--- src/rtl/muldiv_pkg.sv ---
package muldiv_pkg;
  typedef enum logic [1:0] {
    OP_MULS = 2'b00,
    OP_MULU = 2'b01,
    OP_DIVS = 2'b10,
    OP_DIVU = 2'b11
  } md_op_e;
endpackage

--- src/rtl/mul_engine.sv ---
module mul_engine #(
  parameter int WIDTH = 32
) (
  input  logic               clk,
  input  logic               rst_n,
  input  logic               load,
  input  logic               step,
  input  logic [WIDTH-1:0]   a_mag,
  input  logic [WIDTH-1:0]   b_mag,
  output logic [2*WIDTH-1:0] prod
);
  logic [2*WIDTH-1:0] prod_q;
  logic [WIDTH-1:0]   mcand_q;
  logic [WIDTH:0]     upper_sum;

  // one shift-add step: add multiplicand into the upper half when the low bit is set
  always_comb begin
    upper_sum = {1'b0, prod_q[2*WIDTH-1:WIDTH]} + (prod_q[0] ? {1'b0, mcand_q} : '0);
  end

  always_ff @(posedge clk or negedge rst_n) begin
    if (!rst_n) begin
      prod_q  <= '0;
      mcand_q <= '0;
    end else if (load) begin
      prod_q  <= {{WIDTH{1'b0}}, b_mag};
      mcand_q <= a_mag;
    end else if (step) begin
      prod_q  <= {upper_sum, prod_q[WIDTH-1:1]};
    end
  end

  assign prod = prod_q;
endmodule

--- src/rtl/div_engine.sv ---
module div_engine #(
  parameter int WIDTH = 32
) (
  input  logic             clk,
  input  logic             rst_n,
  input  logic             load,
  input  logic             step,
  input  logic [WIDTH-1:0] dvd_mag,
  input  logic [WIDTH-1:0] dvs_mag,
  output logic [WIDTH-1:0] quo,
  output logic [WIDTH-1:0] rem
);
  logic [WIDTH-1:0] rem_q, quo_q, dvs_q;
  logic [WIDTH:0]   shifted, trial;
  logic             fits;

  // restoring step: bring down one dividend bit, subtract if it fits
  always_comb begin
    shifted = {rem_q, quo_q[WIDTH-1]};
    trial   = shifted - {1'b0, dvs_q};
    fits    = shifted >= {1'b0, dvs_q};
  end

  always_ff @(posedge clk or negedge rst_n) begin
    if (!rst_n) begin
      rem_q <= '0;
      quo_q <= '0;
      dvs_q <= '0;
    end else if (load) begin
      rem_q <= '0;
      quo_q <= dvd_mag;
      dvs_q <= dvs_mag;
    end else if (step) begin
      rem_q <= fits ? trial[WIDTH-1:0] : shifted[WIDTH-1:0];
      quo_q <= {quo_q[WIDTH-2:0], fits};
    end
  end

  assign quo = quo_q;
  assign rem = rem_q;

  // R4 partial remainder always below a nonzero divisor
  rem_bound_chk: assert property (@(posedge clk) disable iff (!rst_n)
    (dvs_q != '0) |-> (rem_q < dvs_q));
endmodule

--- src/rtl/hilo_regs.sv ---
module hilo_regs #(
  parameter int WIDTH = 32
) (
  input  logic             clk,
  input  logic             rst_n,
  input  logic             fin,
  input  logic [WIDTH-1:0] res_hi,
  input  logic [WIDTH-1:0] res_lo,
  input  logic             wr_en,
  input  logic             wr_sel,
  input  logic [WIDTH-1:0] wr_data,
  output logic [WIDTH-1:0] hi,
  output logic [WIDTH-1:0] lo
);
  logic [WIDTH-1:0] hi_q, lo_q;

  always_ff @(posedge clk or negedge rst_n) begin
    if (!rst_n) begin
      hi_q <= '0;
      lo_q <= '0;
    end else if (fin) begin
      hi_q <= res_hi;
      lo_q <= res_lo;
    end else if (wr_en) begin
      if (wr_sel) hi_q <= wr_data;
      else        lo_q <= wr_data;
    end
  end

  assign hi = hi_q;
  assign lo = lo_q;

  // R8 registers hold when neither a result nor a move-to arrives
  hold_chk: assert property (@(posedge clk) disable iff (!rst_n)
    (!fin && !wr_en) |=> ($stable(hi_q) && $stable(lo_q)));

  // R8 a move-to leaves the other register untouched
  other_chk: assert property (@(posedge clk) disable iff (!rst_n)
    (!fin && wr_en && wr_sel) |=> $stable(lo_q));
endmodule

--- src/rtl/muldiv_unit.sv ---
module muldiv_unit #(
  parameter int WIDTH = 32
) (
  input  logic             clk,
  input  logic             rst_n,
  input  logic             start,
  input  logic [1:0]       op,
  input  logic [WIDTH-1:0] opa,
  input  logic [WIDTH-1:0] opb,
  output logic             busy,
  input  logic             wr_en,
  input  logic             wr_sel,
  input  logic [WIDTH-1:0] wr_data,
  input  logic             rd_req,
  input  logic             rd_sel,
  output logic [WIDTH-1:0] rd_data,
  output logic             stall
);
  import muldiv_pkg::*;

  localparam int CW = $clog2(WIDTH) + 1;
  localparam logic [CW-1:0] LAST = CW'(WIDTH);

  function automatic logic [WIDTH-1:0] magnitude(input logic [WIDTH-1:0] v, input logic neg);
    return neg ? (~v + 1'b1) : v;
  endfunction

  function automatic logic [2*WIDTH-1:0] signed_product(input logic [2*WIDTH-1:0] p, input logic neg);
    return neg ? (~p + 1'b1) : p;
  endfunction

  logic             busy_q, is_div_q, neg_q, rneg_q, dz_q;
  logic [CW-1:0]    cnt_q;
  logic [WIDTH-1:0] dvd_q;
  logic             signed_op, a_neg, b_neg;
  logic             step_w, fin_w;
  logic [2*WIDTH-1:0] mul_prod, mul_fixed;
  logic [WIDTH-1:0] div_quo, div_rem;
  logic [WIDTH-1:0] res_hi, res_lo, hi, lo;

  assign signed_op = (op == OP_MULS) || (op == OP_DIVS);
  assign a_neg     = signed_op & opa[WIDTH-1];
  assign b_neg     = signed_op & opb[WIDTH-1];

  // named internal events
  assign step_w = busy_q & ~start & (cnt_q != LAST);
  assign fin_w  = busy_q & ~start & (cnt_q == LAST);

  always_ff @(posedge clk or negedge rst_n) begin
    if (!rst_n) begin
      busy_q   <= 1'b0;
      cnt_q    <= '0;
      is_div_q <= 1'b0;
      neg_q    <= 1'b0;
      rneg_q   <= 1'b0;
      dz_q     <= 1'b0;
      dvd_q    <= '0;
    end else if (start) begin
      busy_q   <= 1'b1;
      cnt_q    <= '0;
      is_div_q <= op[1];
      neg_q    <= a_neg ^ b_neg;
      rneg_q   <= a_neg;
      dz_q     <= (opb == '0);
      dvd_q    <= opa;
    end else if (busy_q) begin
      if (fin_w) busy_q <= 1'b0;
      else       cnt_q  <= cnt_q + 1'b1;
    end
  end

  mul_engine #(.WIDTH(WIDTH)) u_mul (
    .clk   (clk),
    .rst_n (rst_n),
    .load  (start & ~op[1]),
    .step  (step_w & ~is_div_q),
    .a_mag (magnitude(opa, a_neg)),
    .b_mag (magnitude(opb, b_neg)),
    .prod  (mul_prod)
  );

  div_engine #(.WIDTH(WIDTH)) u_div (
    .clk     (clk),
    .rst_n   (rst_n),
    .load    (start & op[1]),
    .step    (step_w & is_div_q),
    .dvd_mag (magnitude(opa, a_neg)),
    .dvs_mag (magnitude(opb, b_neg)),
    .quo     (div_quo),
    .rem     (div_rem)
  );

  // sign fix-up after magnitude iteration
  always_comb begin
    mul_fixed = signed_product(mul_prod, neg_q);
    if (!is_div_q) begin
      res_hi = mul_fixed[2*WIDTH-1:WIDTH];
      res_lo = mul_fixed[WIDTH-1:0];
    end else if (dz_q) begin
      res_hi = dvd_q;
      res_lo = '1;
    end else begin
      res_hi = magnitude(div_rem, rneg_q);
      res_lo = magnitude(div_quo, neg_q);
    end
  end

  hilo_regs #(.WIDTH(WIDTH)) u_regs (
    .clk     (clk),
    .rst_n   (rst_n),
    .fin     (fin_w),
    .res_hi  (res_hi),
    .res_lo  (res_lo),
    .wr_en   (wr_en),
    .wr_sel  (wr_sel),
    .wr_data (wr_data),
    .hi      (hi),
    .lo      (lo)
  );

  assign busy    = busy_q;
  assign stall   = rd_req & busy_q;
  assign rd_data = rd_sel ? hi : lo;

  // R6 busy rises on the edge that samples start
  start_busy_chk: assert property (@(posedge clk) disable iff (!rst_n)
    start |=> busy_q);

  // R6 an iteration step never ends the operation
  hold_busy_chk: assert property (@(posedge clk) disable iff (!rst_n)
    step_w |=> busy_q);

  // R6 completion drops busy
  fin_idle_chk: assert property (@(posedge clk) disable iff (!rst_n)
    fin_w |=> !busy_q);

  // R9 a restart while busy begins the count afresh
  abort_restart_chk: assert property (@(posedge clk) disable iff (!rst_n)
    (start && busy_q) |=> (cnt_q == '0));
endmodule

--- config.mk ---
export PLATFORM = sky130hd
export DESIGN_NAME = muldiv_unit
export DESIGN_NICKNAME = d
export VERILOG_FILES = /design/src/rtl/muldiv_pkg.sv /design/src/rtl/mul_engine.sv /design/src/rtl/div_engine.sv /design/src/rtl/hilo_regs.sv /design/src/rtl/muldiv_unit.sv
export SDC_FILE = /design/constraint.sdc
export NUM_CORES = 1
export LEC_CHECK = 0
export ABC_CLOCK_PERIOD_IN_PS = 6400
export BUFFER_PORTS_ARGS = -buffer_cell sky130_fd_sc_hd__buf_2
export CELL_PAD_IN_SITES_DETAIL_PLACEMENT = 1
export CELL_PAD_IN_SITES_GLOBAL_PLACEMENT = 1
export CORE_MARGIN = 1.5
export CORE_UTILIZATION = 52
export CTS_BUF_LIST = sky130_fd_sc_hd__clkbuf_8
export DETAILED_ROUTE_END_ITERATION = 10
export PLACE_DENSITY = 0.88
export SKIP_LAST_GASP = 1
export SLEW_MARGIN = 20
export SYNTH_ARGS = -nofsm -noshare
export SYNTH_HDL_FRONTEND = slang
export SYNTH_SLANG_ARGS = --single-unit
--- constraint.sdc ---
create_clock -name clk -period 6.4 [get_ports clk]
set_input_delay 1.28 -clock clk [delete_from_list [all_inputs] [get_ports clk]]
set_output_delay 1.28 -clock clk [all_outputs]
set_load 0.005 [all_outputs]
* Yosys cells after proc, flatten, opt, wreduce, memory -nomap -nowiden *
Index checks and enable logic that the tools add are counted.

cells by class
  shifts and indexed selects = 0
  multiplexer cells = 30
  reduce and logical (&&, ||, !) cells = 11
  $lt $le $gt $ge = 1
  add/subtract/negate cells = 8
  div/mod/pow operators = 0
  $mul = 0
  equality and inequality tests = 5
  bitwise gates (word level) = 19

operators by type and width
  cell                     number
  $mux W32                 21
  $mux W64                 3
  $add A32 B1 Y32 const B  4
  $not A32 Y32             4
  $add A64 B1 Y64 const B  1
  $not A64 Y64             1
  $add A32 B33 Y33         1
  $ge A33 B32 Y1           1
  $logic_not A32 Y1        1
  $sub A32 B32 Y32         1
  $mux W6                  3
  $and A1 B1 Y1            10
  $reduce_bool A2 Y1       5
  $add A6 B1 Y6 const B    1
  $eq A6 B6 Y1 const B     1
  $ne A6 B6 Y1 const B     1
  $reduce_and A2 Y1        3
  $mux W1                  3
  $not A1 Y1               3
  $eq A2 B2 Y1 const B     1
  $logic_not A2 Y1         1
  $ne A2 B1 Y1 const B     1
  $ne A2 B2 Y1 const B     1
  $logic_or A1 B1 Y1       1
  $xor A1 B1 Y1            1

storage, ports and cells
  memory bits (writable) = 0
  input bits = 105
  memory bits (read-only) = 0
  memories = 0
  register bits after elaboration = 299
  logic and storage cells = 88
  output and inout port bits = 34
  bits in latches = 0

* Logic depth before layout (Yosys ltp) *
  word-level depth = 6
  gate-level depth with buffers = 14
  mapped depth without buffers = 13

* Modules after synthesis *
A second synthesis with hierarchy kept.

second synthesis, totals
  cell total of the unflattened synthesis = 2646
  area total of the unflattened synthesis = 23228.5 um^2

by module, submodules not included
  module       area each (um^2)  cells an instance  sequential area each (um^2)  times used
  muldiv_unit  7561.0            1013               1076.0                       1
  div_engine   6093.3            676                2402.3                       1
  mul_engine   5977.0            626                2402.3                       1
  hilo_regs    3597.2            331                1601.5                       1

* Worst setup path after synthesis *
Ideal clock, no wire load.

  path type = input to register
  from = input port opb[0]
  to = register u_div.dvs_q[28]
  stages on the path = 11
  arrival time = 3.438 ns
  required time = 6.267 ns
  library setup time = 0.133 ns
  path buffers = 0
  slack = 2.828 ns
  cell sequence = inv_1 > ha_1 > nor3b_1 > nand3_1 > nor3b_1 > nand2_1 > or4_1 > nor3_1 > a21oi_1 > xnor2_1 > o21ai_0

on the way
  word-level cells in the longest chain between the ends = 3

RTL lines
  element               line               source
  from (decl)           muldiv_unit.sv:9   input logic [WIDTH-1:0] opb,
  $not A32 Y32          muldiv_unit.sv:25  return neg ? (~v + 1'b1) : v;
  $add A32 B1 Y32       muldiv_unit.sv:25
  $mux W32              muldiv_unit.sv:25
  to (signal assigned)  div_engine.sv:32   dvs_q <= dvs_mag;
  to (decl)             div_engine.sv:13   logic [WIDTH-1:0] rem_q, quo_q, dvs_q;

No other way between the ends.
A chain may end at the register's enable or synchronous reset.

* Worst setup path after layout *
  from = register u_div.quo_q[8] (netlist: u_div.quo[8])
  to = register u_regs.lo_q[31] (netlist: u_regs.lo[31])

on the way
  word-level cells in the longest chain between the ends = 6

RTL lines
  element                 line               source
  from (decl)             div_engine.sv:13
  from (signal assigned)  div_engine.sv:31   quo_q <= dvd_mag;
  from (signal assigned)  div_engine.sv:35   quo_q <= {quo_q[WIDTH-2:0], fits};
  $not A32 Y32            muldiv_unit.sv:25
  $add A32 B1 Y32         muldiv_unit.sv:25
  $mux W32                muldiv_unit.sv:25
  $mux W32                muldiv_unit.sv:99  end else if (dz_q) begin
  $mux W32                muldiv_unit.sv:96  if (!is_div_q) begin
  $mux W32                hilo_regs.sv:21    end else if (fin) begin
  to (signal assigned)    hilo_regs.sv:23    lo_q <= res_lo;
  to (signal assigned)    hilo_regs.sv:26    else lo_q <= wr_data;
  to (decl)               hilo_regs.sv:15    logic [WIDTH-1:0] hi_q, lo_q;

No other way between the ends.

==> run metrics <==
status=complete, no violations; Final TNS setup=0 ns; power after layout=6.44 mW; CTS tree=yes; ys async rst share=100%; antenna viol nets, final=0; Hold Path Stages=2; Worst EP arrival=between 4 and 5 ns; Setup Crit Path Kind=reg2reg; via/cell ratio=6.81; placer congestion estimate=1.04; M3 GR Usage=9.84%; Top delay family on crit path=simple AND/OR/NAND/NOR gates; Critical Path RT=between 7 and 8 ns; met1 Use GR=between 50% and 60%; Clock Skews=~0.04 ns; worst skew pair latency=0.69 ns; PortBufs=138; io pins=139; post-route clock period utilization=66.5%; Area Growth Syn to Fin=10.8%; maxcap violations=0; Initial Util=53.2%; die width=approximately 200 um; GRT busiest layer=met2; Total GRT Usage=41.3%; Leak=a little over 10 nW; Core Area=around 39000 um^2; maximum VDD drop=0.000234 V; clock sinks=around 300; Final Hold Fails=0; CP Cell Sequence=or4_1 > nor4_1 > nand2b_1 > nor4_4 > nand3_1 > o31ai_1 > xnor2_1 > a221oi_1 > a221o_1; Least-Margin Pin Slew=between 1 and 1.5 ns; synth cell count leaders=299 x dfrtp_1, 286 x nand2_1, 268 x o21ai_0, 140 x a21oi_1, 133 x clkbuf_1; Root Buffer Master=clkbuf_8; CP endpoint kind=flop; startpoint types=flop; HPWL reported at the end of detailed placement=63.4 mm; largest stage delay on the critical path=0.86 ns; multi-input logic area=approximately 12000 um^2; Seq/Total Area, Yosys=36.1%; Vias=between 20000 and 25000; Die H=a little over 200 um; top cell type by total area after synthesis=dfrtp_1; crit path max fanout=7; Num CTS Buffers=54; Synth Net Count=approximately 2600; register area=7480 um^2; Max transition margin=23.8%; Pre-antenna DRT Iters=6; Distinct cells, synth=80; layout cell share with drive strength beyond 1=14.4%; post_cts resized=0; R2R setup slack=2.15 ns; EDFF count, synth=0; Register-to-Register Path Depth=9; share of the synthesized area in the top cell type=36.1%; Hold Path End=u_mul.mcand_q[22]; Layout Nets=2657; vias in the first global route=approximately 21000; Yosys Warn Count=0; antenna violations before repair=6; Clock Tree Buf Depth=3; crit path time final=4.25 ns; Hold WS=0.478 ns; post-synthesis area per instance=around 8.6 um^2; die area=approximately 40000 um^2; worst hold path class=reg2reg; Final Cell Area=approximately 23000 um^2; hold_buf cts=0; clock slew at reported path FFs=0.06 ns; Global Route met2 Usage=63.5%; Fmax=approximately 240 MHz; routed length per placed instance=27.8 um; Cell Rows=72; fillers=4666; # setup viols final=0; initial DRC count=2119; cell count after synthesis=2409; Remaining Overflow, GRT=0; reg2reg start=u_div.quo[8]; Crit-path slowest cell=a221oi_1; PD cells=around 280 nW/um^2; most frequent cell after synthesis=dfrtp_1; RSZ-0062 raised after global routing=no; Buf/Inv on CP=0; first-pass GRT wire length=129 mm; Routed WL=84.7 mm; Post-Syn Area=20700 um^2; Synth Register Bits=299; Top FF cell, synth=dfrtp_1; HP Start=u_mul.mcand_q[22]; DRC violations left=0; Post-Place Worst Slack=approximately 1.8 ns; placed inst area=21700 um^2; Slew Limit Fails=0; htree depth=2; top cells by area, synth=dfrtp_1 36%, o21ai_0 6.5%, xnor2_1 5.2%; r2r endpoint=u_regs.lo[31]; final worst slack=~2.1 ns; Post CTS Setup Buffer Count=0; largest net degree at the start of global routing=132
==> cell families after synthesis <==
family                     Yosys count  share of synthesized area, %
AOI/OAI and AO/OA                  758                          23.4
DFF                                299                          36.1
muxes                               90                          4.76
buffers and inverters              222                          4.08
and+or+nand+nor                    735                          17.3
adders and majority gates           73                          4.49
xor gates and xnor gates           232                          9.82
==> worst reg2reg max path, delay by kind of cell (launching register included) <==
family | cells | cell delay [ns]
simple gates | 5 | 1.78
xor+xnor | 1 | 0.26
compound gates | 3 | 1.68
flops | 1 | 0.48
==> cells in the final DEF, fill, tap and decap left out, types with 21 or more instances in the layout <==
cell	n
dfrtp_1	297
nand2_1	285
o21ai_0	268
a21oi_1	139
buf_2	137
xnor2_1	124
nor2_1	117
xor2_1	108
nand3_1	90
inv_1	89
ha_1	71
clkbuf_8	69
mux2_2	68
a22oi_1	58
o31ai_1	46
nor3_1	36
and2_1	35
o41ai_1	31
a21o_1	25
a221oi_1	23
buf_4	23
mux2i_1	22
or3_1	22
o211ai_1	21
a31oi_1	21
==> metal layers <==
layer  routed length, um  share of wire (%)
met1               33500                 40
met2               37400                 44
met3                8430                 10
met4                5250                6.2
met5                  66              0.078
==> state kept, by name, summed over array words and instances, names as in the netlist <==
| signal | flops |
|---|---|
| u_mul.prod | 64 |
| dvd_q | 32 |
| u_div.dvs_q | 32 |
| u_div.quo | 32 |
| u_div.rem | 32 |
| u_mul.mcand_q | 32 |
| u_regs.hi | 32 |
| u_regs.lo | 32 |
| cnt_q | 6 |
| busy | 1 |
| dz_q | 1 |
| is_div_q | 1 |
| neg_q | 1 |
| rneg_q | 1 |
==> through the flow <==
step | cells | util (%)
floorplan | 2409 | -
global placement | 2941 | 55.8
detailed placement | 2941 | 55.8
CTS | 3039 | 58.9
global route | 3040 | 58.9
finish | 3041 | 58.9
==> how the worst max path moves through the flow <==
| stage | from | endpoint | depth (start not counted) |
|---|---|---|---|
| after CTS | u_mul.prod[0] | u_mul.prod[51] | 13 |
| after detailed placement | start | u_regs.lo[23] | 8 |
| after global placement | start | u_regs.lo[23] | 8 |
| after floorplan | opb[0] | u_div.dvs_q[28] | 11 |
| final | u_div.quo[8] | u_regs.lo[31] | 9 |
| after global routing | u_mul.prod[0] | u_mul.prod[60] | 12 |
==> cell type report <==
| cell class | instances | area share (%) |
|---|---|---|
| diodes | 2 | 0.0218 |
| clock buffers | 69 | 4.14 |
| clock inverters | 29 | 1.12 |
| inverters | 74 | 1.21 |
| multi-input cells | 1888 | 54.2 |
| flip-flops and latches | 299 | 32.6 |
| well taps | 518 | 2.83 |
| repair buffers | 162 | 3.89 |
==> power breakdown <==
group | total, mW | switching (mW) | leakage [nW] | internal (mW)
logic | 1.88 | 1.20 | 5.67 | 0.678
registers | 2.49 | 0.340 | 3.76 | 2.15
clock network | 2.08 | 0.908 | 0.685 | 1.17
Note: power is estimated with default switching activity, not from simulation.
